--- config.mk ---
export PLATFORM = sky130hd
export DESIGN_NAME = rx_desc_writer
export DESIGN_NICKNAME = d
export VERILOG_FILES = /design/src/rtl/rxdw_pkg.sv /design/src/rtl/rxdw_packer.sv /design/src/rtl/rxdw_sat_count.sv /design/src/rtl/rxdw_ctrl.sv /design/src/rtl/rx_desc_writer.sv
export SDC_FILE = /design/constraint.sdc
export NUM_CORES = 1
export LEC_CHECK = 0
export BUFFER_PORTS_ARGS = -buffer_cell sky130_fd_sc_hd__buf_2
export CAP_MARGIN = 20
export CORE_MARGIN = 2
export CORE_UTILIZATION = 52
export CTS_CLUSTER_DIAMETER = 100
export CTS_CLUSTER_SIZE = 14
export DETAILED_ROUTE_END_ITERATION = 16
export GPL_TIMING_DRIVEN = 0
export PLACE_DENSITY = 0.88
export SETUP_SLACK_MARGIN = 0.4
export SYNTH_ARGS = -nofsm -noshare
export SYNTH_HDL_FRONTEND = slang
export SYNTH_SLANG_ARGS = --single-unit
--- constraint.sdc ---
create_clock -name clk -period 4.3 [get_ports clk]
set_clock_uncertainty 0.05 [all_clocks]
set_input_delay 0.43 -clock clk [delete_from_list [all_inputs] [get_ports clk]]
set_output_delay 0.43 -clock clk [all_outputs]
set_load 0.05 [all_outputs]
--- src/rtl/rxdw_pkg.sv ---
// Shared types and status-word layout for the receive descriptor chain writer.
// Assumes 32-bit memory words and a four-word record.
package rxdw_pkg;
    typedef enum logic [2:0] {
        S_IDLE, S_RD_ST, S_RD_BUF, S_RD_NXT, S_CHK, S_DATA, S_DROP, S_WB
    } rx_state_t;

    localparam int          WORD_W    = 32;
    localparam logic [1:0]  OWNER_MAC = 2'b10;
    localparam int          BIT_GOOD  = 20;
    localparam int          BIT_LONG  = 19;
    localparam int          BIT_IRQ   = 16;

    // Build the written-back status word: CPU ownership, flags, length.
    function automatic logic [WORD_W-1:0] make_status(input logic good, input logic too_long,
                                                      input logic irq, input logic [15:0] len);
        logic [WORD_W-1:0] w;
        w = '0;
        w[BIT_GOOD] = good;
        w[BIT_LONG] = too_long;
        w[BIT_IRQ]  = irq;
        w[15:0]     = len;
        return w;
    endfunction
endpackage

--- src/rtl/rxdw_packer.sv ---
// Byte-to-word packer and length counter for one frame.
// Packs bytes little-endian, counts every byte, stops storing at MAX_FRAME
// unless long frames are kept. Assumes clr is high between frames.
module rxdw_packer #(
    parameter int MAX_FRAME = 1518,
    parameter int LEN_W     = 16
) (
    input  logic             clk,
    input  logic             rst_n,
    input  logic             clr,
    input  logic             byte_fire,
    input  logic [7:0]       byte_in,
    input  logic             last_in,
    input  logic             long_ok,
    output logic             wr_fire,
    output logic [31:0]      wr_word,
    output logic [LEN_W-1:0] wr_off,
    output logic [LEN_W-1:0] len,
    output logic             too_long
);
    localparam logic [LEN_W-1:0] MAX_L = LEN_W'(MAX_FRAME);

    logic [LEN_W-1:0] len_q;
    logic [31:0]      acc_q;
    logic             store;
    logic             word_end;

    // Decide whether this byte is stored and whether it closes a word.
    always_comb begin
        store    = long_ok || (len_q < MAX_L);
        word_end = (len_q[1:0] == 2'd3) || last_in || (!long_ok && len_q == MAX_L - LEN_W'(1));
        wr_fire  = byte_fire && store && word_end;
        wr_word  = acc_q | (32'(byte_in) << {len_q[1:0], 3'b000});
        wr_off   = {len_q[LEN_W-1:2], 2'b00};
        len      = len_q;
        too_long = len_q > MAX_L;
    end

    // Accumulate partial words and count frame bytes.
    always_ff @(posedge clk) begin
        if (!rst_n || clr) begin
            len_q <= '0;
            acc_q <= '0;
        end else if (byte_fire) begin
            len_q <= len_q + LEN_W'(1);
            if (store) acc_q <= wr_fire ? 32'd0 : wr_word;
        end
    end

    // counter advances by one per accepted byte
    a_r9_len_step: assert property (@(posedge clk) disable iff (!rst_n)
        (byte_fire && !clr) |=> (len_q == $past(len_q) + LEN_W'(1)));
    // nothing beyond the maximum is stored in short mode
    a_r9_no_store_past_max: assert property (@(posedge clk) disable iff (!rst_n)
        (!long_ok && len_q >= MAX_L) |-> !wr_fire);
endmodule

--- src/rtl/rxdw_sat_count.sv ---
// Saturating event counter; holds at its maximum value.
module rxdw_sat_count #(
    parameter int W = 16
) (
    input  logic         clk,
    input  logic         rst_n,
    input  logic         inc,
    output logic [W-1:0] count
);
    // Count increments, never wrapping.
    always_ff @(posedge clk) begin
        if (!rst_n)                  count <= '0;
        else if (inc && ~&count)     count <= count + W'(1);
    end

    // counter never goes backwards
    a_r6_miss_monotone: assert property (@(posedge clk) disable iff (!rst_n)
        1'b1 |=> (count >= $past(count)));
endmodule

--- src/rtl/rxdw_ctrl.sv ---
// Chain walker: fetches a record, checks ownership, routes payload writes,
// writes status back and follows the link. Memory read data is assumed to
// arrive one cycle after the request; writes complete in the request cycle.
module rxdw_ctrl
    import rxdw_pkg::*;
#(
    parameter int ADDR_W    = 32,
    parameter int LEN_W     = 16,
    parameter int CRC_BYTES = 4
) (
    input  logic              clk,
    input  logic              rst_n,
    input  logic              rx_en,
    input  logic              long_ok,
    input  logic              irq_en,
    input  logic [ADDR_W-1:0] list_start,
    input  logic              in_valid,
    input  logic              in_last,
    output logic              in_ready,
    output logic              pk_clr,
    output logic              pk_fire,
    input  logic              pk_wr_fire,
    input  logic [31:0]       pk_wr_word,
    input  logic [LEN_W-1:0]  pk_wr_off,
    input  logic [LEN_W-1:0]  pk_len,
    input  logic              pk_too_long,
    output logic              mem_req,
    output logic              mem_we,
    output logic [ADDR_W-1:0] mem_addr,
    output logic [31:0]       mem_wdata,
    input  logic [31:0]       mem_rdata,
    output logic [ADDR_W-1:0] cur_desc,
    output logic              ev_done,
    output logic              ev_unavail,
    output logic              miss_inc
);
    rx_state_t         state_q;
    logic [ADDR_W-1:0] ptr_q, buf_q, next_q;
    logic [31:0]       status_q;
    logic              owned;
    logic              fire;
    logic [15:0]       rep_len;

    // Derived handshake and ownership decode.
    always_comb begin
        owned    = status_q[31:30] == OWNER_MAC;
        in_ready = (state_q == S_DATA) || (state_q == S_DROP);
        fire     = in_valid && in_ready;
        pk_fire  = fire && (state_q == S_DATA);
        pk_clr   = state_q == S_IDLE;
        rep_len  = 16'(pk_len) + 16'(CRC_BYTES);
        cur_desc = ptr_q;
        ev_done    = state_q == S_WB;
        ev_unavail = (state_q == S_CHK) && !owned;
        miss_inc   = (state_q == S_DROP) && fire && in_last;
    end

    // Memory port multiplexing per state.
    always_comb begin
        mem_req   = 1'b0;
        mem_we    = 1'b0;
        mem_addr  = ptr_q;
        mem_wdata = pk_wr_word;
        unique case (state_q)
            S_RD_ST:  mem_req = 1'b1;
            S_RD_BUF: begin mem_req = 1'b1; mem_addr = ptr_q + ADDR_W'(4);  end
            S_RD_NXT: begin mem_req = 1'b1; mem_addr = ptr_q + ADDR_W'(12); end
            S_DATA: begin
                mem_req  = pk_wr_fire;
                mem_we   = 1'b1;
                mem_addr = buf_q + ADDR_W'(pk_wr_off);
            end
            S_WB: begin
                mem_req   = 1'b1;
                mem_we    = 1'b1;
                mem_wdata = make_status(!(pk_too_long && !long_ok), pk_too_long, irq_en, rep_len);
            end
            default: ;
        endcase
    end

    // Sequence the record fetch, payload phase and write-back.
    always_ff @(posedge clk) begin
        if (!rst_n) begin
            state_q  <= S_IDLE;
            ptr_q    <= '0;
            buf_q    <= '0;
            next_q   <= '0;
            status_q <= '0;
        end else begin
            unique case (state_q)
                S_IDLE: begin
                    if (!rx_en)        ptr_q   <= list_start;
                    else if (in_valid) state_q <= S_RD_ST;
                end
                S_RD_ST:  state_q <= S_RD_BUF;
                S_RD_BUF: begin status_q <= mem_rdata; state_q <= S_RD_NXT; end
                S_RD_NXT: begin buf_q <= mem_rdata[ADDR_W-1:0]; state_q <= S_CHK; end
                S_CHK: begin
                    next_q  <= mem_rdata[ADDR_W-1:0];
                    state_q <= owned ? S_DATA : S_DROP;
                end
                S_DATA: if (fire && in_last) state_q <= S_WB;
                S_DROP: if (fire && in_last) state_q <= S_IDLE;
                S_WB: begin ptr_q <= next_q; state_q <= S_IDLE; end
                default: state_q <= S_IDLE;
            endcase
        end
    end

    // nothing accepted or accessed while idle and disabled
    a_r7_quiet_when_off: assert property (@(posedge clk) disable iff (!rst_n)
        (state_q == S_IDLE && !rx_en) |-> (!in_ready && !mem_req));
    // a dropped frame never touches memory
    a_r6_drop_no_mem: assert property (@(posedge clk) disable iff (!rst_n)
        (state_q == S_DROP) |-> !mem_req);
    // pointer moves only at write-back or while disabled
    a_r5_ptr_hold: assert property (@(posedge clk) disable iff (!rst_n)
        (state_q != S_WB && !(state_q == S_IDLE && !rx_en)) |=> $stable(ptr_q));
    // completion is a single-cycle pulse, never with unavailable
    a_r11_done_pulse: assert property (@(posedge clk) disable iff (!rst_n)
        ev_done |=> !ev_done);
    a_r11_events_excl: assert property (@(posedge clk) disable iff (!rst_n)
        $onehot0({ev_done, ev_unavail}));
endmodule

--- src/rtl/rx_desc_writer.sv ---
// Receive descriptor chain writer top: wires the chain walker, the byte
// packer and the missed-frame counter. Assumes ADDR_W > LEN_W.
module rx_desc_writer #(
    parameter int ADDR_W    = 32,
    parameter int MAX_FRAME = 1518,
    parameter int LEN_W     = 16,
    parameter int MISS_W    = 16,
    parameter int CRC_BYTES = 4
) (
    input  logic              clk,
    input  logic              rst_n,
    input  logic              rx_en,
    input  logic              long_ok,
    input  logic              irq_en,
    input  logic [ADDR_W-1:0] list_start,
    input  logic              in_valid,
    input  logic [7:0]        in_data,
    input  logic              in_last,
    output logic              in_ready,
    output logic              mem_req,
    output logic              mem_we,
    output logic [ADDR_W-1:0] mem_addr,
    output logic [31:0]       mem_wdata,
    input  logic [31:0]       mem_rdata,
    output logic [ADDR_W-1:0] cur_desc,
    output logic              ev_done,
    output logic              ev_unavail,
    output logic [MISS_W-1:0] miss_count
);
    logic             pk_clr, pk_fire, pk_wr_fire, pk_too_long, miss_inc;
    logic [31:0]      pk_wr_word;
    logic [LEN_W-1:0] pk_wr_off, pk_len;

    rxdw_ctrl #(.ADDR_W(ADDR_W), .LEN_W(LEN_W), .CRC_BYTES(CRC_BYTES)) ctrl_i (
        .clk(clk), .rst_n(rst_n), .rx_en(rx_en), .long_ok(long_ok), .irq_en(irq_en),
        .list_start(list_start), .in_valid(in_valid), .in_last(in_last), .in_ready(in_ready),
        .pk_clr(pk_clr), .pk_fire(pk_fire), .pk_wr_fire(pk_wr_fire), .pk_wr_word(pk_wr_word),
        .pk_wr_off(pk_wr_off), .pk_len(pk_len), .pk_too_long(pk_too_long),
        .mem_req(mem_req), .mem_we(mem_we), .mem_addr(mem_addr), .mem_wdata(mem_wdata),
        .mem_rdata(mem_rdata), .cur_desc(cur_desc), .ev_done(ev_done),
        .ev_unavail(ev_unavail), .miss_inc(miss_inc)
    );

    rxdw_packer #(.MAX_FRAME(MAX_FRAME), .LEN_W(LEN_W)) packer_i (
        .clk(clk), .rst_n(rst_n), .clr(pk_clr), .byte_fire(pk_fire), .byte_in(in_data),
        .last_in(in_last), .long_ok(long_ok), .wr_fire(pk_wr_fire), .wr_word(pk_wr_word),
        .wr_off(pk_wr_off), .len(pk_len), .too_long(pk_too_long)
    );

    rxdw_sat_count #(.W(MISS_W)) miss_i (
        .clk(clk), .rst_n(rst_n), .inc(miss_inc), .count(miss_count)
    );
endmodule

==> metrics, run 1 <==
Static Leak=0.00448 uW; Layout Cells excl Fill=1,676; top_reg_cell synth=dfxtp_1; crit path time final=3.84 ns; insertion delay of the later-clocked pin in the worst-skew pair=0.44 ns; area of the multi-input gates=5490 um^2; H-tree depth=4; FILL cells=1,472; Worst setup SP type=flip-flop; total grt overflow=0; # IOs=196; Routed WL per cell=18.3 um; port buffer count=185; syn_area_per_cell=7.46 um^2; worst-margin pin slew=1.01 ns; largest area contributor in the netlist=dfxtp_1; core area=17,200 um^2; CP most frequent cell=buf_4; Mapped Nets=1,321; first-pass GRT wire length=47.6 mm; Hold Startpoint=mem_rdata[26]; Placed Area=10,300 um^2; slowest CP cell=dfxtp_4; vias in the first global route=9,386; synthesized area=9100 um^2; Hold Path Cell Cnt=3; Tot GR Track Use=32.7%; Cells after Synth=1,220; die height=136 um; Clock Sinks=165; worst-path cell chain=buf_8 -> nand2_4 -> nor2_4 -> buf_4 -> clkbuf_4 -> ha_1 -> a21oi_2 -> nor3b_2 -> buf_4 -> and2_1 -> nand2_1 -> o211a_1 -> a211o_1 -> buf_2; ANT nets after route=0; Setup violations, final=0; GPL Wtd Cong=0.957; Reg2Reg Depth=7; initial core utilization=53.0%; crit end category=output pin; run status=complete, no violations; worst reg2reg setup slack=1.38 ns; drt drc=0; most frequent cell after synthesis=nand2_1; Worst path max stage delay=0.36 ns; Cell variety after synth=60; largest net degree at the start of global routing=18; post-synth top area share=36.3%; final hold viol count=0; worst r2r src=ctrl_i.state_q[2]; count of state elements after synthesis=165; Vias/cell=5.94; Clock Path Buffers=2; reg2reg end=ctrl_i.cur_desc[18]; Max-Slew Margin vs Limit=32.3%; nets=1,538; Num CTS Buffers=17; Yosys warnings=0; Post-synth ARST share=0%; unrepaired setup endpoints after global routing=yes; Die Area=18,600 um^2; Register Area=3310 um^2; Hold Path Class=in2reg; Final Cell Area=11,200 um^2; fmax=261 MHz; max cap viols=0; Total Wirelength=30.7 mm; Post-synth EDFFs=0; Detail Placement HPWL=22.4 mm; clk root buf=clkbuf_16; Detailed Routing Iterations Pass 1=8; TritonCTS clock tree=yes; cell count after placement=1,630; register area share after synthesis=36.3%; peak supply drop=0.000326 V; hold_buf cts=0; total number of vias=9,948; die span in x=136 um; worst-path maximum fanout=10; WP data arrival=3.36 ns; Starting DRT DRC Count=1,235; worst min-delay path endpoint=ctrl_i.next_q[26]; Reg clk slew, reported paths=0.07 ns; Critical Setup Path Class=reg2out; Commonest cells post-synth=nand2_1, dfxtp_1, nor2_1; final slew viol count=0; initial antenna violation count=1; share of layout cells above drive strength 1=19.5%; hold slack=0.197 ns; Rows=48; pwr/cell area=363 nW/um^2; WP data required=3.82 ns; post-layout util=65.1%; area grow syn2layout=22.9%; period utilization=89.2%; top cells by area, synth=dfxtp_1, nand2_1, a21oi_1
==> power by group <==
group          switching (uW)  internal (uW)  total [uW]
Combinational             582            215         797
Clock                     723            885        1610
Sequential               76.9           1580        1660
Total                    1380           2680        4060
==> cell usage in the layout, fill, tap and decap left out, types with 4 or more instances in the layout <==
cell type and instances:
or4_1 4, mux2_2 6, clkbuf_16 17, nor2_1 133, xor2_1 35, buf_4 15, a21boi_0 57, o211ai_1 10
buf_6 8, ha_1 20, and4_1 8, or3_1 10, nand2_1 269, inv_1 17, and3_1 16, buf_1 5
nand3_1 39, xnor2_1 24, inv_8 4, buf_2 185, nor4_1 4, a21oi_1 107, o21ai_0 38, inv_6 5
nor2b_1 10, o21a_1 5, nor3_1 15, nand4_1 26, o211a_1 6, a311oi_1 30, dfxtp_1 163, clkbuf_1 59
a21o_1 6, a211oi_1 18
==> logic make-up after synthesis <==
logic type	synth area share, %
adders and majority gates	3.19
AOI/OAI and AO/OA	22.0
muxes	1.07
DFF	36.3
buffers and inverters	4.48
xor gates and xnor gates	5.68
and+or+nand+nor	27.3
==> layout make-up <==
cell class / instances / share of cell area, %
multi-input combinational: 956 / 49.1
sequential: 165 / 29.6
timing repair buffer: 198 / 9.36
clock buffer: 17 / 3.80
buffer: 79 / 3.29
tap: 225 / 2.52
clock inverter: 15 / 1.67
inverter: 20 / 0.693
antenna: 1 / 0.0224
==> sequential cells by signal (all words and copies together), names as in the netlist <==
register         cells
ctrl_i.buf_q        32
ctrl_i.cur_desc     32
ctrl_i.next_q       32
packer_i.len        16
ctrl_i.status_q      2
packer_i.acc_q      32
ctrl_i.state_q       3
miss_i.count        16
==> critical path: cells and delay by family (launching register included) <==
family | cells | cell delay (ns)
AOI/OAI and AO/OA | 3 | 0.60
adders and majority gates | 1 | 0.32
buffers and inverters | 5 | 0.85
DFF | 1 | 0.36
and+or+nand+nor | 5 | 0.76
==> routing by layer <==
metal / vias to the layer above / routed length (um) / global-route usage [%]
met5: - / 0 / 0
met4: 0 / 1070 / 15.2
met3: 102 / 3300 / 7.68
met2: 602 / 14200 / 53.5
met1: 4565 / 12100 / 40.6
li1: 4679 / - / -
==> metrics by stage <==
step | power (uW) | setup slack [ns] | setup TNS (ns)
3_3_place_gp | 2430 | -0.425 | -1.99
4_1_cts | 4030 | 0.396 | 0
2_1_floorplan | 2210 | 0.415 | 0
6_report | 4060 | 0.464 | 0
3_5_place_dp | 2440 | -0.462 | -2.30
5_1_grt | 4160 | 0.354 | 0
==> worst max path at each step <==
| stage | start | endpoint | slack, ns | cells after the start |
|---|---|---|---|---|
| finish | ctrl_i.state_q[1] | mem_addr[19] | 0.46 | 14 |
| global route | packer_i.len[6] | mem_addr[15] | 0.35 | 9 |
| CTS | ctrl_i.state_q[0] | mem_addr[30] | 0.40 | 13 |
| detailed placement | ctrl_i.state_q[0] | mem_addr[30] | -0.46 | 13 |
| global placement | ctrl_i.state_q[0] | mem_addr[22] | -0.42 | 13 |
| floorplan | ctrl_i.state_q[0] | mem_addr[22] | 0.41 | 12 |
==> timing repair <==
action	in CTS	in global routing
setup buffers	4	9
setup endpoints to repair	29	33
pin swaps	4	8
gates resized for setup	32	18
Power figures use the tool's default switching activity.
==> run 2: changes to the inputs <==
ABC_AREA = 1   (was unset)
CORE_UTILIZATION = 55   (was 52)
PLACE_DENSITY = 0.9   (was 0.88)
==> run 2 against run 1 <==
Compared with the run above:
- sequential power grew 24%
- clock power shrank 6%
- die area grew 8.2%
- hold slack gained 0.012 ns
- register-to-register slack gained 0.83 ns
- first-iteration DRC count grew 13%
- flip-flop and latch count is the same
- utilization grew 1.1 points
- power grew 50%
- non-clock buffer count shrank 16
- combinational power grew to 3.1 times the previous value
- sequential share of layout area shrank 2.8 points
- critical path type unchanged
- largest cell class unchanged
==> metrics, run 2 <==
Rows=50; Reg clk slew, reported paths=0.07 ns; max cap viols=0; Post-CTS Setup Bufs=0; WP data arrival=3.24 ns; Detailed Routing Iterations Pass 1=7; fmax=269 MHz; Critical Path Start=ctrl_i.state_q[0]; power consumption=6090 uW; crit end category=output pin; Tot GR Track Use=36.6%; most frequent cell after synthesis=nand2_1; die height=142 um; Yosys warnings=0; crit path time final=3.72 ns; WP data required=3.82 ns; highest metal used=met5; Num CTS Buffers=17; Placed Area=11,700 um^2; largest net degree at the start of global routing=17; Die Area=20,100 um^2; Final Cell Area=12,300 um^2; clk root buf=clkbuf_16; met3 WL=4.14 mm; count of state elements after synthesis=165; Static Leak=0.00574 uW; Detail Placement HPWL=29.1 mm; Total Wirelength=37.2 mm; initial antenna violation count=4; Routed WL per cell=17.1 um; Post-synth EDFFs=0; Setup violations, final=0; die span in x=142 um; worst r2r src=packer_i.len[3]; worst-margin pin slew=0.864 ns; Mapped Nets=1,815; Worst path max stage delay=0.44 ns; most frequent cells in the layout=nand2_1, nor2_1, inv_1; peak supply drop=0.000321 V; Cells after Synth=1,714; initial core utilization=56.0%; GPL Wtd Cong=1.02; Clock Sinks=165; run status=complete, no violations; top cells by area, synth=dfxtp_1, nand2_1, nor2_1; commonest non-fill, non-tap cell in the layout=nand2_1; Hold Path Class=in2reg; share of layout cells above drive strength 1=16.1%; Worst setup SP type=flip-flop; largest area contributor in the netlist=dfxtp_1; Worst setup endpoint=mem_addr[26]; first-pass GRT wire length=57.4 mm; Vias/cell=5.71; H-tree depth=4; period utilization=86.6%; final hold viol count=0; TritonCTS clock tree=yes; vias in the first global route=11,200; nets=2,029; total grt overflow=0; Commonest cells post-synth=nand2_1, nor2_1, inv_1; hold slack=0.209 ns; post-synth top area share=31.6%; total number of vias=12,400; Post-Place Setup Slack=0.755 ns; setup TNS=0 ns; worst reg2reg setup slack=2.21 ns; register area share after synthesis=31.6%; met1 wire length=15.3 mm; area grow syn2layout=18.2%; insertion delay of the later-clocked pin in the worst-skew pair=0.44 ns; Max-Slew Margin vs Limit=42.4%; reg2reg end=packer_i.acc_q[16]; top_reg_cell synth=dfxtp_1; CP most frequent cell=nand2_1; Clock Path Buffers=2; worst-path cell chain=clkbuf_4 -> nand2_2 -> inv_2 -> nand2_4 -> clkbuf_4 -> fa_1 -> inv_1 -> nand2_1 -> nor2_2 -> nand2_2 -> nor2_2 -> nand2_1 -> nand2_1 -> nand3_1 -> o21ai_1 -> inv_1 -> nand2_1 -> clkbuf_4; Post-synth ARST share=0%; port buffer count=195; pwr/cell area=493 nW/um^2; syn_area_per_cell=6.09 um^2; final slew viol count=0; worst-path maximum fanout=10; drt drc=0; # IOs=196; ANT nets after route=0; Starting DRT DRC Count=1,391; slowest CP cell=fa_1; core area=18,600 um^2; Reg2Reg Depth=12; Critical Setup Path Class=reg2out; DR WL met2=16.0 mm; post-route setup slack=0.577 ns; Cell variety after synth=47; synthesized area=10,400 um^2; unrepaired setup endpoints after global routing=yes
run 2: cell count changes in the layout (fill, tap and decap cells not counted), moves of 31 or more:
| cell | before | now |
|---|---|---|
| inv_1 | 17 | 210 |
| nand2_1 | 269 | 411 |
| nor2_1 | 133 | 246 |
| nand3_1 | 39 | 137 |
| o21ai_0 | 38 | 125 |
| a21boi_0 | 57 | 1 |
| a21oi_1 | 107 | 57 |
| o21ai_1 | 3 | 52 |
| a31oi_1 | 3 | 34 |
run 2: cells by family after synthesis:
logic type	Yosys count	share of synthesized area [%]
xor+xnor	21	1.76
fa+ha+maj	22	2.78
compound gates	297	15.4
buf+inv	302	11.5
simple gates	907	36.9
flops	165	31.6
run 2: through the flow:
stage,utilization [%],std cells
floorplan,-,1714
global placement,62.8,2143
detailed placement,62.8,2143
CTS,66.0,2175
global route,66.2,2176
finish,66.2,2177
run 2: layout make-up:
class | count | area [um^2]
multi-input cells | 1247 | 5970
plain buffers | 66 | 324
repair buffers | 195 | 986
well taps | 234 | 293
inverters | 236 | 886
diodes | 2 | 5.00
clock buffers | 18 | 439
fillers | 1717 | 6300
clock inverters | 14 | 143
flip-flops and latches | 165 | 3300
run 2: how the worst min path moves through the flow:
stage | from | end | slack (ns) | depth (start not counted)
after floorplan | ctrl_i.status_q[30] | ctrl_i.status_q[30] | 0.38 | 2
after global placement | ctrl_i.status_q[30] | ctrl_i.status_q[30] | 0.39 | 2
after detailed placement | ctrl_i.status_q[30] | ctrl_i.status_q[30] | 0.40 | 2
after CTS | mem_rdata[0] | ctrl_i.buf_q[0] | 0.21 | 3
after global routing | list_start[27] | ctrl_i.cur_desc[27] | 0.22 | 3
final | list_start[28] | ctrl_i.cur_desc[28] | 0.21 | 3
run 2: where the power goes:
part / leakage [uW] / internal, uW / switching (uW)
Clock: 0.000282 / 830 / 686
Combinational: 0.00412 / 629 / 1890
Sequential: 0.00134 / 1750 / 317
run 2: layer usage:
metal / vias up / global-route usage (%)
li1: 5936 / -
met1: 5613 / 49.0
met2: 738 / 57.4
met3: 143 / 7.86
met4: 2 / 15.1
met5: - / 0
run 2: worst max-delay path, delay by kind of cell (launching register included):
family          cells  cell delay (ns)
compound gates      1             0.13
fa+ha+maj           1             0.44
buf+inv             6             0.91
flops               1             0.31
simple gates       10             1.00
run 2: what timing repair did:
item	CTS	global route
endpoints found under the setup margin	6	15
hold buffers	0	0
gates resized for setup	2	16
endpoints found under the hold margin	0	0
==> run 3: changes to the inputs <==
CORE_UTILIZATION = 42   (was 55)
PLACE_DENSITY = 0.74   (was 0.9)
==> run 3 against run 2 <==
Compared with the run above:
- critical path depth did not move
- via count fell by 3.1%
- utilization fell by 15 points
- die area increased by 30%
- register-to-register slack better by 0.14 ns
- design area up 1.3%
- worst setup slack better by 0.00063 ns
- flip-flop and latch count stayed put
- sequential power about the same
- clock power up 3%
==> metrics, run 3 (same netlist as run 2, synthesis figures left out) <==
run status=complete, no violations; initial core utilization=42.8%; total grt overflow=0; nets=2,029; met1 usage=38.8%; share of layout cells above drive strength 1=16.2%; crit end category=output pin; family with the most delay on the worst path=simple AND/OR/NAND/NOR gates; Starting DRT DRC Count=994; Reg clk slew, reported paths=0.07 ns; Routed WL per cell=16.7 um; total number of vias=12,000; worst-path cell chain=clkbuf_4 -> nand2_2 -> inv_2 -> nand2_4 -> clkbuf_4 -> fa_1 -> inv_1 -> nand2_2 -> nor2_4 -> nand2_4 -> nor2_4 -> nand2_1 -> nand2_1 -> nand3_1 -> o21ai_1 -> inv_1 -> nand2_1 -> buf_4; unrepaired setup endpoints after global routing=no; first-pass GRT wire length=58.5 mm; setup TNS=0 ns; crit path time final=3.72 ns; period utilization=86.6%; port buffer count=195; Hold Startpoint=list_start[13]; GPL Wtd Cong=0.973; FILL cells=2,616; drt drc=0; Critical Path Start=ctrl_i.state_q[0]; Post-Place Setup Slack=0.718 ns; busiest metal layer after global routing=met2; area grow syn2layout=19.8%; Setup violations, final=0; most frequent cells in the layout=nand2_1, nor2_1, inv_1; Worst path max stage delay=0.42 ns; Total Wirelength=37.8 mm; vias in the first global route=11,100; clk root buf=clkbuf_16; Detail Placement HPWL=30.2 mm; Register Area=3300 um^2; Layout Cells excl Fill=2,267; initial antenna violation count=4; Rows=57; Clock Path Buffers=2; Die Area=26,100 um^2; worst-margin pin slew=0.800 ns; WP data required=3.82 ns; Buf+Inv Stages, Crit Path=6; # IOs=196; core area=24,400 um^2; Num CTS Buffers=17; Static Leak=0.00576 uW; Worst setup SP type=flip-flop; ANT nets after route=0; Vias/cell=5.31; area of the multi-input gates=5990 um^2; die height=162 um; worst r2r src=ctrl_i.state_q[0]; slowest CP cell=fa_1; Clock Sinks=165; Critical Setup Path Class=reg2out; WP data arrival=3.24 ns; GR Util met3=6.66%; max cap viols=0; commonest non-fill, non-tap cell in the layout=nand2_1; GRT met2 Usage=44.3%; final slew viol count=0; Hold Path Class=in2reg; fmax=269 MHz; H-tree depth=4; hold_buf cts=0; pwr/cell area=493 nW/um^2; worst-path maximum fanout=10; die span in x=162 um; CP most frequent cell=nand2_1; peak supply drop=0.000383 V; Detailed Routing Iterations Pass 1=6; TritonCTS clock tree=yes; final hold viol count=0; Tot GR Track Use=28.5%; cell count after placement=2,233; insertion delay of the later-clocked pin in the worst-skew pair=0.43 ns; largest net degree at the start of global routing=17; Max-Slew Margin vs Limit=46.7%; post-route setup slack=0.577 ns; power consumption=6170 uW
run 3: cell types whose count changed in the layout (fill, tap and decap cells not counted), sizes merged:
cell	delta
bufinv	+1
clkinvlp	-1
clkinv	-1
buf	+1
run 3: area by class of cell:
type                       instances  share of cell area, %
antenna                            2                 0.0400
buffer                            66                   2.59
clock buffer                      19                   3.54
clock inverter                    13                   1.31
inverter                         236                   7.08
multi-input combinational       1247                   47.9
sequential                       165                   26.4
tap                              324                   3.24
timing repair buffer             195                   7.90
run 3: worst paths after layout:
| path | endpoint | slack [ns] | cells after the start |
|---|---|---|---|
| worst max-delay path | mem_addr[26] | 0.58 | 18 |
| worst min-delay path | ctrl_i.cur_desc[13] | 0.21 | 3 |
| worst max register to register | ctrl_i.cur_desc[26] | 2.35 | 6 |
| worst min register to register | ctrl_i.status_q[30] | 0.42 | 2 |
run 3: metal layers:
metal,part of all wire (%),routed length (um)
met1,44,16600
met5,0.048,18
met2,44,16600
met3,9.1,3440
met4,2.9,1090
run 3: worst min-delay path: stages:
cell and delay (ns):
buf_2 0.10, nand2_1 0.05, a31oi_1 0.07
run 3: power breakdown:
group | total [uW] | leakage (uW) | switching, uW | internal [uW]
sequential | 2080 | 0.00134 | 336 | 1750
clock | 1570 | 0.000296 | 680 | 892
combinational | 2520 | 0.00413 | 1880 | 632
run 3: timing repair:
| action | 4_1_cts | 5_1_grt |
|---|---|---|
| setup buffers | 0 | 0 |
| setup endpoints to repair | 12 | 18 |
| gates resized for setup | 5 | 21 |
| endpoints found under the hold margin | 0 | 0 |
run 3: metrics by stage:
stage          hold slack [ns]  instance area [um^2]  util (%)
2_1_floorplan            0.379                 10400         -
3_3_place_gp             0.394                 11800      48.5
3_5_place_dp             0.408                 11800      48.5
4_1_cts                  0.203                 12400      51.0
5_1_grt                  0.211                 12500      51.3
6_report                 0.213                 12500      51.3
